**config.mk**
```make
export PLATFORM = sky130hd
export DESIGN_NAME = rww_bank_arbiter
export DESIGN_NICKNAME = d
export VERILOG_FILES = /design/src/rtl/rww_pkg.sv /design/src/rtl/rww_addr_decode.sv /design/src/rtl/rww_op_tracker.sv /design/src/rtl/rww_access_gate.sv /design/src/rtl/rww_bank_arbiter.sv
export SDC_FILE = /design/constraint.sdc
export NUM_CORES = 1
export LEC_CHECK = 0
export BUFFER_PORTS_ARGS = -buffer_cell sky130_fd_sc_hd__buf_4
export CAP_MARGIN = 15
export CORE_MARGIN = 1
export CORE_UTILIZATION = 48
export CTS_CLUSTER_DIAMETER = 30
export DETAILED_ROUTE_END_ITERATION = 10
export PLACE_DENSITY = 0.9
export SYNTH_ARGS = -nofsm -noshare
export SYNTH_HDL_FRONTEND = slang
export SYNTH_SLANG_ARGS = --single-unit
```
**constraint.sdc**
```tcl
create_clock -name clk_i -period 5.62 [get_ports clk_i]
set_input_delay 1.124 -clock clk_i [delete_from_list [all_inputs] [get_ports clk_i]]
set_output_delay 1.124 -clock clk_i [all_outputs]
set_load 0.01 [all_outputs]
```
**src/rtl/rww_pkg.sv**
```systemverilog
package rww_pkg;
  typedef enum logic [2:0] {
    OP_READ    = 3'd0,
    OP_PROG    = 3'd1,
    OP_ERASE   = 3'd2,
    OP_SUSPEND = 3'd3,
    OP_RESUME  = 3'd4
  } rww_op_e;

  typedef enum logic [2:0] {
    ERR_NONE      = 3'd0,
    ERR_LOWV      = 3'd1,
    ERR_PROT      = 3'd2,
    ERR_BUSY      = 3'd3,
    ERR_SUSP_SECT = 3'd4,
    ERR_SEQ       = 3'd5
  } rww_err_e;

  localparam int unsigned NUM_BANKS = 4;
endpackage

```
**src/rtl/rww_addr_decode.sv**
```systemverilog
module rww_addr_decode #(
  parameter int unsigned SMALL_W    = 12,
  parameter int unsigned LARGE_W    = 15,
  parameter int unsigned EDGE_LARGE = 15,
  parameter int unsigned MID_LARGE  = 48,
  parameter int unsigned ADDR_W     = 22,
  parameter int unsigned SECT_W     = 8
) (
  input  logic [ADDR_W-1:0] addr_i,
  output logic [1:0]        bank_o,
  output logic [SECT_W-1:0] sector_o
);
  localparam int unsigned SUB_W     = LARGE_W - SMALL_W;
  localparam int unsigned LU_W      = ADDR_W - LARGE_W;
  localparam int unsigned N_SMALL   = 1 << SUB_W;
  localparam int unsigned EDGE_LU   = EDGE_LARGE + 1;
  localparam int unsigned EDGE_SECT = N_SMALL + EDGE_LARGE;

  function automatic int unsigned lu_base(input int unsigned b);
    case (b)
      0:       return 0;
      1:       return EDGE_LU;
      2:       return EDGE_LU + MID_LARGE;
      default: return EDGE_LU + 2 * MID_LARGE;
    endcase
  endfunction

  function automatic int unsigned sect_base(input int unsigned b);
    case (b)
      0:       return 0;
      1:       return EDGE_SECT;
      2:       return EDGE_SECT + MID_LARGE;
      default: return EDGE_SECT + 2 * MID_LARGE;
    endcase
  endfunction

  logic [LU_W-1:0]  lu;
  logic [SUB_W-1:0] sub;
  logic [3:0]       above;
  int unsigned      rel;
  int unsigned      sect;

  assign lu  = addr_i[ADDR_W-1:LARGE_W];
  assign sub = addr_i[LARGE_W-1:SMALL_W];

  // bank b starts at lu_base(b); bank 0 always matches
  assign above[0] = 1'b1;
  for (genvar b = 1; b < 4; b++) begin : g_bound
    assign above[b] = (32'(lu) >= lu_base(b));
  end

  always_comb begin
    if (above[3])      bank_o = 2'd3;
    else if (above[2]) bank_o = 2'd2;
    else if (above[1]) bank_o = 2'd1;
    else               bank_o = 2'd0;
  end

  always_comb begin
    rel = 32'(lu) - lu_base({30'd0, bank_o});
    case (bank_o)
      2'd0:    sect = (rel == 0) ? 32'(sub) : N_SMALL + rel - 1;
      2'd3:    sect = sect_base(3) + ((rel == EDGE_LARGE) ? EDGE_LARGE + 32'(sub) : rel);
      default: sect = sect_base({30'd0, bank_o}) + rel;
    endcase
    sector_o = SECT_W'(sect);
  end
endmodule

```
**src/rtl/rww_op_tracker.sv**
```systemverilog
module rww_op_tracker #(
  parameter int unsigned SECT_W = 8
) (
  input  logic              clk_i,
  input  logic              rst_ni,
  input  logic              start_prog_i,
  input  logic              start_erase_i,
  input  logic              suspend_i,
  input  logic              resume_i,
  input  logic              done_i,
  input  logic [1:0]        bank_i,
  input  logic [SECT_W-1:0] sector_i,
  output logic              run_o,
  output logic [1:0]        run_bank_o,
  output logic              er_valid_o,
  output logic              er_susp_o,
  output logic [SECT_W-1:0] er_sector_o,
  output logic              pg_valid_o
);
  logic              er_valid_q, er_susp_q, pg_valid_q;
  logic [1:0]        er_bank_q, pg_bank_q;
  logic [SECT_W-1:0] er_sector_q;

  always_ff @(posedge clk_i or negedge rst_ni) begin
    if (!rst_ni) begin
      er_valid_q  <= 1'b0;
      er_susp_q   <= 1'b0;
      pg_valid_q  <= 1'b0;
      er_bank_q   <= '0;
      pg_bank_q   <= '0;
      er_sector_q <= '0;
    end else begin
      if (start_prog_i) begin
        pg_valid_q <= 1'b1;
        pg_bank_q  <= bank_i;
      end
      if (start_erase_i) begin
        er_valid_q  <= 1'b1;
        er_susp_q   <= 1'b0;
        er_bank_q   <= bank_i;
        er_sector_q <= sector_i;
      end
      if (suspend_i && !done_i) er_susp_q <= 1'b1;
      if (resume_i)             er_susp_q <= 1'b0;
      // completion retires whichever operation is running
      if (done_i) begin
        if (pg_valid_q) pg_valid_q <= 1'b0;
        else if (er_valid_q && !er_susp_q) er_valid_q <= 1'b0;
      end
    end
  end

  assign run_o       = pg_valid_q || (er_valid_q && !er_susp_q);
  assign run_bank_o  = pg_valid_q ? pg_bank_q : er_bank_q;
  assign er_valid_o  = er_valid_q;
  assign er_susp_o   = er_susp_q;
  assign er_sector_o = er_sector_q;
  assign pg_valid_o  = pg_valid_q;
endmodule

```
**src/rtl/rww_access_gate.sv**
```systemverilog
module rww_access_gate
  import rww_pkg::*;
#(
  parameter int unsigned SECT_W = 8
) (
  input  logic              req_valid_i,
  input  logic [2:0]        req_op_i,
  input  logic [1:0]        bank_i,
  input  logic [SECT_W-1:0] sector_i,
  input  logic              prot_hit_i,
  input  logic              vlow_i,
  input  logic              run_i,
  input  logic [1:0]        run_bank_i,
  input  logic              er_valid_i,
  input  logic              er_susp_i,
  input  logic [SECT_W-1:0] er_sector_i,
  input  logic              pg_valid_i,
  output logic              rd_grant_o,
  output logic              rd_status_o,
  output logic              start_prog_o,
  output logic              start_erase_o,
  output logic              suspend_o,
  output logic              resume_o,
  output rww_err_e          err_code_o
);
  logic busy_hit, susp_hit;
  rww_op_e op;

  assign op       = rww_op_e'(req_op_i);
  assign busy_hit = run_i && (bank_i == run_bank_i);
  assign susp_hit = er_susp_i && (sector_i == er_sector_i);

  always_comb begin
    rd_grant_o    = 1'b0;
    rd_status_o   = 1'b0;
    start_prog_o  = 1'b0;
    start_erase_o = 1'b0;
    suspend_o     = 1'b0;
    resume_o      = 1'b0;
    err_code_o    = ERR_NONE;
    if (req_valid_i) begin
      case (op)
        OP_READ: begin
          if (busy_hit || susp_hit) rd_status_o = 1'b1;
          else                      rd_grant_o  = 1'b1;
        end
        OP_PROG: begin
          if (vlow_i)          err_code_o = ERR_LOWV;
          else if (prot_hit_i) err_code_o = ERR_PROT;
          else if (run_i)      err_code_o = ERR_BUSY;
          else if (susp_hit)   err_code_o = ERR_SUSP_SECT;
          else                 start_prog_o = 1'b1;
        end
        OP_ERASE: begin
          if (vlow_i)                   err_code_o = ERR_LOWV;
          else if (prot_hit_i)          err_code_o = ERR_PROT;
          else if (run_i || er_valid_i) err_code_o = ERR_BUSY;
          else                          start_erase_o = 1'b1;
        end
        OP_SUSPEND: begin
          if (er_valid_i && !er_susp_i && !pg_valid_i) suspend_o = 1'b1;
          else                                         err_code_o = ERR_SEQ;
        end
        OP_RESUME: begin
          if (er_susp_i && !pg_valid_i) resume_o = 1'b1;
          else                          err_code_o = ERR_SEQ;
        end
        default: err_code_o = ERR_SEQ;
      endcase
    end
  end
endmodule

```
**src/rtl/rww_bank_arbiter.sv**
```systemverilog
module rww_bank_arbiter
  import rww_pkg::*;
#(
  parameter int unsigned SMALL_W    = 12,
  parameter int unsigned LARGE_W    = 15,
  parameter int unsigned EDGE_LARGE = 15,
  parameter int unsigned MID_LARGE  = 48,
  localparam int unsigned N_SMALL   = 1 << (LARGE_W - SMALL_W),
  localparam int unsigned TOTAL_LU  = 2 * (EDGE_LARGE + 1) + 2 * MID_LARGE,
  localparam int unsigned ADDR_W    = LARGE_W + $clog2(TOTAL_LU),
  localparam int unsigned N_SECT    = 2 * (N_SMALL + EDGE_LARGE) + 2 * MID_LARGE,
  localparam int unsigned SECT_W    = $clog2(N_SECT)
) (
  input  logic              clk_i,
  input  logic              rst_ni,
  input  logic              req_valid_i,
  input  logic [2:0]        req_op_i,
  input  logic [ADDR_W-1:0] req_addr_i,
  input  logic [N_SECT-1:0] prot_mask_i,
  input  logic              vlow_i,
  input  logic              done_i,
  output logic              ready_o,
  output logic [3:0]        busy_bank_o,
  output logic [3:0]        active_bank_o,
  output logic              suspended_o,
  output logic              rd_grant_o,
  output logic              rd_status_o,
  output logic [1:0]        rd_bank_o,
  output logic [SECT_W-1:0] rd_sector_o,
  output logic              start_o,
  output logic [1:0]        op_bank_o,
  output logic              err_o,
  output logic [2:0]        err_code_o
);
  logic [1:0]        dec_bank;
  logic [SECT_W-1:0] dec_sector;
  logic              prot_hit;
  logic              run, er_valid, er_susp, pg_valid;
  logic [1:0]        run_bank;
  logic [SECT_W-1:0] er_sector;
  logic              g_grant, g_status, g_prog, g_erase, g_susp, g_resume;
  rww_err_e          g_err;

  rww_addr_decode #(
    .SMALL_W(SMALL_W), .LARGE_W(LARGE_W), .EDGE_LARGE(EDGE_LARGE),
    .MID_LARGE(MID_LARGE), .ADDR_W(ADDR_W), .SECT_W(SECT_W)
  ) i_decode (
    .addr_i  (req_addr_i),
    .bank_o  (dec_bank),
    .sector_o(dec_sector)
  );

  assign prot_hit = prot_mask_i[dec_sector];

  rww_access_gate #(.SECT_W(SECT_W)) i_gate (
    .req_valid_i  (req_valid_i),
    .req_op_i     (req_op_i),
    .bank_i       (dec_bank),
    .sector_i     (dec_sector),
    .prot_hit_i   (prot_hit),
    .vlow_i       (vlow_i),
    .run_i        (run),
    .run_bank_i   (run_bank),
    .er_valid_i   (er_valid),
    .er_susp_i    (er_susp),
    .er_sector_i  (er_sector),
    .pg_valid_i   (pg_valid),
    .rd_grant_o   (g_grant),
    .rd_status_o  (g_status),
    .start_prog_o (g_prog),
    .start_erase_o(g_erase),
    .suspend_o    (g_susp),
    .resume_o     (g_resume),
    .err_code_o   (g_err)
  );

  rww_op_tracker #(.SECT_W(SECT_W)) i_track (
    .clk_i        (clk_i),
    .rst_ni       (rst_ni),
    .start_prog_i (g_prog),
    .start_erase_i(g_erase),
    .suspend_i    (g_susp),
    .resume_i     (g_resume),
    .done_i       (done_i),
    .bank_i       (dec_bank),
    .sector_i     (dec_sector),
    .run_o        (run),
    .run_bank_o   (run_bank),
    .er_valid_o   (er_valid),
    .er_susp_o    (er_susp),
    .er_sector_o  (er_sector),
    .pg_valid_o   (pg_valid)
  );

  always_ff @(posedge clk_i or negedge rst_ni) begin
    if (!rst_ni) begin
      rd_grant_o  <= 1'b0;
      rd_status_o <= 1'b0;
      rd_bank_o   <= '0;
      rd_sector_o <= '0;
      start_o     <= 1'b0;
      op_bank_o   <= '0;
      err_o       <= 1'b0;
      err_code_o  <= ERR_NONE;
    end else begin
      rd_grant_o  <= g_grant;
      rd_status_o <= g_status;
      start_o     <= g_prog || g_erase;
      err_o       <= (g_err != ERR_NONE);
      err_code_o  <= g_err;
      if (g_grant || g_status) begin
        rd_bank_o   <= dec_bank;
        rd_sector_o <= dec_sector;
      end
      if (g_prog || g_erase) op_bank_o <= dec_bank;
    end
  end

  for (genvar b = 0; b < NUM_BANKS; b++) begin : g_bank_vec
    assign busy_bank_o[b]   = run && (run_bank == 2'(b));
    assign active_bank_o[b] = busy_bank_o[b] || (rd_grant_o && (rd_bank_o == 2'(b)));
  end

  assign ready_o     = !run;
  assign suspended_o = er_susp;
endmodule

```
==> impl_metrics.json, run 1 <==
{
  "run_status": "finished with violations",
  "violations": "negative setup slack",
  "wire_per_inst_um": 18.1,
  "grt.busiest_layer": "met2",
  "endpoint_kind": "register",
  "cts.path.max_buffers": 2,
  "async_flop_share_pct": 100,
  "met2_usage_pct": 59.2,
  "clk_latency_ps": 290,
  "met1_usage_pct": 38.2,
  "syn-instance-count": 536,
  "path_class": "input port to register",
  "required_ps": 5800,
  "cp_data_arrival_time_ps": 5870,
  "synth_seq_cells": 34,
  "wl_um": 16100,
  "worstHoldStart": "op_bank_o[0]",
  "reg2reg_to": "op_bank_o[1]",
  "fill_cells": 533,
  "ctsHtreeMaxLevel": 2,
  "hp-class": "register to register",
  "synth_edf_count": 0,
  "timing.final.crit_period_ps": 5690,
  "pre_cts_ws_ps": -664,
  "clock_skew_ps": 7.55,
  "grt_pass1_wl_um": 23800,
  "cp_max_fo": 5,
  "rsz0062_at_grt": "true",
  "die_h_um": 95.6,
  "met3_usage_pct": 6.86,
  "grt_max_degree": 35,
  "syn_avg_cell_area_um2": 7.85,
  "num_vias": 5336,
  "leakage_nw": 3.13,
  "reg2reg_slack_ps": 3370,
  "ys_seq_area_share_pct": 20.2,
  "cts_tree": "yes",
  "die_area_um2": 9140,
  "ios": 201,
  "netlist_area_um2": 4210,
  "min_period_over_period_pct": 101,
  "finalHoldViolCount": 0,
  "startpoint_type": "input port",
  "final_common_cell": "buf_4",
  "cts_hold_buffers": 0,
  "cts_inserted_buffers": 5,
  "synth.top_cell.area_share_pct": 20.2,
  "clkTransAtPathRegs_ps": 70,
  "area_delta_synth_final_pct": 59.0,
  "mostFrequentLayoutCells": "buf_4 (254), nand2_1 (77), dfrtp_1 (34), nand3_1 (32), a21oi_1 (28)",
  "fin_cells": 890,
  "stdcell_area_um2": 6690,
  "final.setup.worst_slack_ps": -72.5,
  "p_per_area_nw_per_um2": 229,
  "gp_congestion": 0.940,
  "synth.distinct_cells": 77,
  "placed_cells": 871,
  "rows": 33,
  "worst_pin_slew_ps": 551,
  "postPlaceCellArea_um2": 6280,
  "multi_input_area_um2": 3380,
  "initial_core_util_pct": 50.4,
  "r2r-start": "i_track.er_susp_o",
  "drtAntennaViolNets": 0,
  "path_cells": "buf_6 -> inv_2 -> maj3_2 -> ha_4 -> inv_4 -> fa_2 -> nand2b_4 -> a211oi_4 -> nand4_4 -> nor2_4 -> a21oi_2 -> ha_2 -> nand4_1 -> a2111oi_4 -> or2_4 -> buf_12 -> o221ai_1 -> o311ai_4 -> buf_4 -> or4_4 -> a41oi_4 -> buf_4 -> a21oi_4 -> mux2_1",
  "hold_depth": 1,
  "setup-tns-final_ps": -642,
  "rr_worst_depth": 7,
  "clock.fmax_ghz": 0.176,
  "root_buffer": "clkbuf_8",
  "drive_gt1_share_pct": 46.2,
  "antenna_cells": 0,
  "relSlewSlack_pct": 62.9,
  "drtIter0Drc": 243,
  "syn-num-nets": 723,
  "ys.flop_type": "dfrtp_1",
  "yosysWarnings": 0,
  "core_um2": 8340,
  "grt.overflow.total": 0,
  "cts_sinks": 34,
  "crit_family": "simple AND/OR/NAND/NOR gates",
  "ir_drop_mv": 0.277,
  "setup_violations": 13,
  "cp_slowest_cell": "or4_4",
  "dpl.hpwl_um": 12300,
  "antenna_found_initial": 0,
  "drv_cap": 0,
  "first_pass_iters": 4,
  "grtUsageTotal_pct": 33.5,
  "cpMostUsedCell": "buf_4",
  "whs_endpoint": "op_bank_o[0]",
  "critical_path_buf_inv_count": 6,
  "fp.dieW_um": 95.6,
  "synth_top_area_cell": "dfrtp_1",
  "vias_per_cell": 6.00,
  "numPortBuffers": 188,
  "synth_area_leaders": "dfrtp_1 (20%), nand2_1 (7.1%), mux2i_1 (6.4%)",
  "final-seq-area_um2": 851,
  "slowest_delay_ps": 520,
  "fin_nets": 971,
  "drc": 0,
  "first_global_vias": 5099,
  "finalMaxSlewViolations": 0
}
==> state kept, by name, indices dropped and copies added, names as in the netlist <==
register,flops
rd_status_o,1
i_track.pg_valid_o,1
rd_sector_o,8
i_track.er_susp_o,1
i_track.er_sector_o,8
i_track.er_bank_q,2
rd_grant_o,1
op_bank_o,2
start_o,1
err_code_o,3
err_o,1
i_track.er_valid_o,1
rd_bank_o,2
i_track.pg_bank_q,2
==> where the power goes <==
part	total, W	internal [W]	switching [W]
Sequential	0.000373	0.000317	0.0000563
Combinational	0.000971	0.000496	0.000475
Clock	0.000186	0.0000987	0.0000869
==> per-layer routing <==
layer | share of wire (%) | up-vias
met3 | 7.6 | 48
met5 | 0 | -
met2 | 51 | 290
met4 | 3.0 | 0
met1 | 38 | 2507
li1 | - | 2491
==> synth_stat cells, drive strengths merged (5+ instances only) <==
| cell | instances |
|---|---|
| nand2 | 80 |
| dfrtp | 34 |
| a21oi | 33 |
| nand3 | 32 |
| o21ai | 31 |
| nor2 | 30 |
| mux2i | 28 |
| inv | 25 |
| mux2 | 23 |
| buf | 20 |
| a211oi | 14 |
| ha | 14 |
| nand4 | 13 |
| clkbuf | 11 |
| nor3 | 10 |
| and3 | 9 |
| nor2b | 9 |
| xnor2 | 7 |
| xor2 | 7 |
| a211o | 6 |
| a31o | 6 |
| a31oi | 6 |
| nand2b | 6 |
| nor3b | 6 |
| a311oi | 5 |
| o211ai | 5 |
==> worst max path at each step <==
stage	start	endpoint	slack [ps]	cells past startpoint
floorplan	req_addr_i[21]	i_track.er_bank_q[1]	-360	23
global placement	req_addr_i[20]	i_track.er_sector_o[6]	-510	21
detailed placement	req_addr_i[21]	i_track.er_sector_o[6]	-660	24
CTS	req_addr_i[21]	i_track.er_sector_o[6]	1	27
global route	req_addr_i[21]	i_track.er_sector_o[6]	-250	24
finish	req_addr_i[21]	i_track.er_sector_o[6]	-70	24
==> what timing repair did <==
action                                  in CTS  in global routing
resized for setup                            8                 38
pin swaps                                    3                  5
endpoints found under the setup margin      16                 21
buffers inserted                             3                  6
gates cloned                                 1                  0
==> per-stage QoR <==
stage | hold WS, ps | utilization [%] | total power (W)
2_1_floorplan | 472 | - | 0.000858
6_report | 522 | 80.2 | 0.00153
4_1_cts | 506 | 77.5 | 0.00145
5_1_grt | 535 | 80.2 | 0.00162
3_3_place_gp | 473 | 75.3 | 0.00119
3_5_place_dp | 487 | 75.3 | 0.00123
==> cells by family after synthesis <==
family          synth area share [%]
xor+xnor                        3.09
buf+inv                         5.83
simple gates                    24.3
mux                             15.4
flops                           20.2
compound gates                  26.2
fa+ha+maj                       4.88
==> area by class of cell <==
type,instances,area share (%)
clock buffers,7,1.29
clock inverters,1,0.0749
inverters,25,1.44
multi-input cells,447,50.5
flip-flops and latches,34,12.7
well taps,105,1.97
repair buffers,271,32.0
Note: power is estimated with default switching activity, not from simulation.
==> run 2, diff against run 1 <==
--- a/config.mk
+++ b/config.mk
@@ -7,6 +7,7 @@
 export LEC_CHECK = 0
 export BUFFER_PORTS_ARGS = -buffer_cell sky130_fd_sc_hd__buf_4
 export CAP_MARGIN = 15
+export CORE_ASPECT_RATIO = 0.9
 export CORE_MARGIN = 1
 export CORE_UTILIZATION = 48
 export CTS_CLUSTER_DIAMETER = 30
==> constraint.sdc (replaced) <==
create_clock -name clk_i -period 5.62 [get_ports clk_i]
set_input_delay 1.124 -clock clk_i [delete_from_list [all_inputs] [get_ports clk_i]]
set_output_delay 1.124 -clock clk_i [all_outputs]
set_load 0.02 [all_outputs]
==> run 2 against run 1 <==
  * Hold slack worse by 25 ps
  * Combinational power up 5%
  * Design area up 0.86%
  * Die area about the same
  * The run still ends with negative setup slack left
  * Sequential share of layout area down 0.11 points
  * Via count up 3.7%
  * Wire length up 2.9%
  * Non-clock buffer count up 2
  * Clock skew down 2.2 ps
  * Critical endpoint is now i_track.er_sector_o[0]
==> impl_metrics.json, run 2 (synthesized netlist as in run 1, its figures left out) <==
{
  "run_status": "finished with violations",
  "violations": "negative setup slack",
  "cp_data_arrival_time_ps": 5920,
  "wl_met3_um": 1430,
  "p_per_area_nw_per_um2": 239,
  "finalPower_w": 0.00161,
  "cts.path.max_buffers": 2,
  "wl_um": 16600,
  "timing.final.crit_period_ps": 5720,
  "final_common_cell": "buf_4",
  "first_pass_iters": 5,
  "clock.fmax_ghz": 0.175,
  "slowest_delay_ps": 420,
  "initial_core_util_pct": 49.3,
  "cpMostUsedCell": "buf_6",
  "cp_max_fo": 7,
  "wire_per_inst_um": 18.3,
  "grt.overflow.total": 0,
  "finalMaxSlewViolations": 0,
  "endpoint_kind": "register",
  "multi_input_area_um2": 3410,
  "clock_skew_ps": 5.36,
  "drc": 0,
  "cp_slowest_cell": "fa_2",
  "hp-class": "register to register",
  "path_class": "input port to register",
  "grt_pass1_wl_um": 25500,
  "cts_sinks": 34,
  "root_buffer": "clkbuf_8",
  "setup_violations": 10,
  "wl_met2_um": 8380,
  "final.setup.worst_slack_ps": -99.8,
  "crit_family": "compound AO/OA/AOI/OAI gates",
  "die_h_um": 90.8,
  "numPortBuffers": 188,
  "mostFrequentLayoutCells": "buf_4 (258), nand2_1 (76), dfrtp_1 (34), nand3_1 (31), mux2i_1 (27)",
  "fp.dieW_um": 101,
  "dpl.hpwl_um": 12300,
  "final-seq-area_um2": 851,
  "grt_max_degree": 35,
  "leakage_nw": 3.14,
  "rows": 32,
  "ctsHtreeMaxLevel": 2,
  "cts_inserted_buffers": 5,
  "num_vias": 5532,
  "grtUsageTotal_pct": 34.6,
  "clk_latency_ps": 290,
  "gp_congestion": 0.898,
  "rsz0062_at_grt": "true",
  "worst_pin_slew_ps": 710,
  "ir_drop_mv": 0.257,
  "drtIter0Drc": 282,
  "antenna_cells": 0,
  "critical_path_buf_inv_count": 4,
  "drv_cap": 0,
  "fin_nets": 973,
  "finalHoldViolCount": 0,
  "cts_tree": "yes",
  "fill_cells": 568,
  "drtAntennaViolNets": 0,
  "min_period_over_period_pct": 102,
  "vias_per_cell": 6.11,
  "ios": 201,
  "first_global_vias": 5560,
  "area_delta_synth_final_pct": 60.3,
  "startpoint_type": "input port",
  "path_cells": "buf_6 -> maj3_2 -> ha_4 -> inv_2 -> fa_2 -> nand2b_4 -> a211oi_4 -> nand4_4 -> nor2_2 -> a21oi_2 -> ha_2 -> nand4_1 -> a2111oi_4 -> or2_4 -> a211o_4 -> and3_1 -> o31a_1 -> a311o_1 -> a21boi_2 -> a41oi_4 -> buf_6 -> a21oi_4 -> buf_6 -> mux2i_1",
  "pre_cts_ws_ps": -628,
  "core_um2": 8530,
  "clkTransAtPathRegs_ps": 70,
  "drive_gt1_share_pct": 47.4,
  "relSlewSlack_pct": 52.4,
  "antenna_found_initial": 0,
  "highest_layer": "met4",
  "wl_met1_um": 6180,
  "die_area_um2": 9140,
  "required_ps": 5820
}
## run 2: repair_timing
item | 4_1_cts | 5_1_grt
pin swaps | 9 | 9
gates resized for setup | 29 | 26
hold buffers | 0 | 0
buffers inserted | 6 | 3
cloned | 1 | 0
endpoints found under the setup margin | 20 | 22
## run 2: stage by stage
| stage | cells | cell area (um^2) | setup TNS, ps | hold slack [ps] | util [%] |
|---|---|---|---|---|---|
| 6_report | 906 | 6740 | -664 | 497 | 79.1 |
| 5_1_grt | 906 | 6740 | -4070 | 527 | 79.1 |
| 4_1_cts | 903 | 6610 | -413 | 500 | 77.5 |
| 3_5_place_dp | 888 | 6290 | -9910 | 484 | 73.8 |
| 2_1_floorplan | 536 | 4300 | -4060 | 472 | - |
| 3_3_place_gp | 888 | 6290 | -6520 | 476 | 73.8 |
## run 2: layout make-up
class / count / share of cell area (%)
clock buffers: 8 / 1.63
inverters: 25 / 1.43
multi-input cells: 447 / 50.5
flip-flops and latches: 34 / 12.6
well taps: 119 / 2.21
repair buffers: 273 / 31.6
## run 2: path summary, 6_finish.rpt
path,cells after the start,slack (ps),to,from
setup / recovery,24,-100,i_track.er_sector_o[0],req_addr_i[20]
hold / removal,1,500,op_bank_o[0],op_bank_o[0]
setup reg to reg,7,3330,op_bank_o[1],i_track.er_susp_o
hold reg to reg,1,500,op_bank_o[0],op_bank_o[0]
max in group asynchronous,1,4530,i_track.er_sector_o[2],rst_ni
min in group asynchronous,1,770,rd_sector_o[1],rst_ni
## run 2: power breakdown
| group | internal, W | leakage [nW] | total [W] | switching [W] |
|---|---|---|---|---|
| combinational | 0.000499 | 2.67 | 0.00102 | 0.000523 |
| clock | 0.000124 | 0.0575 | 0.000214 | 0.0000902 |
| sequential | 0.000317 | 0.418 | 0.000375 | 0.0000579 |
## run 2: per-layer routing
| metal | vias up | GRT usage, % |
|---|---|---|
| met5 | - | 0 |
| met2 | 339 | 62.9 |
| met3 | 71 | 6.66 |
| li1 | 2499 | - |
| met4 | 0 | 15.3 |
| met1 | 2623 | 38.7 |
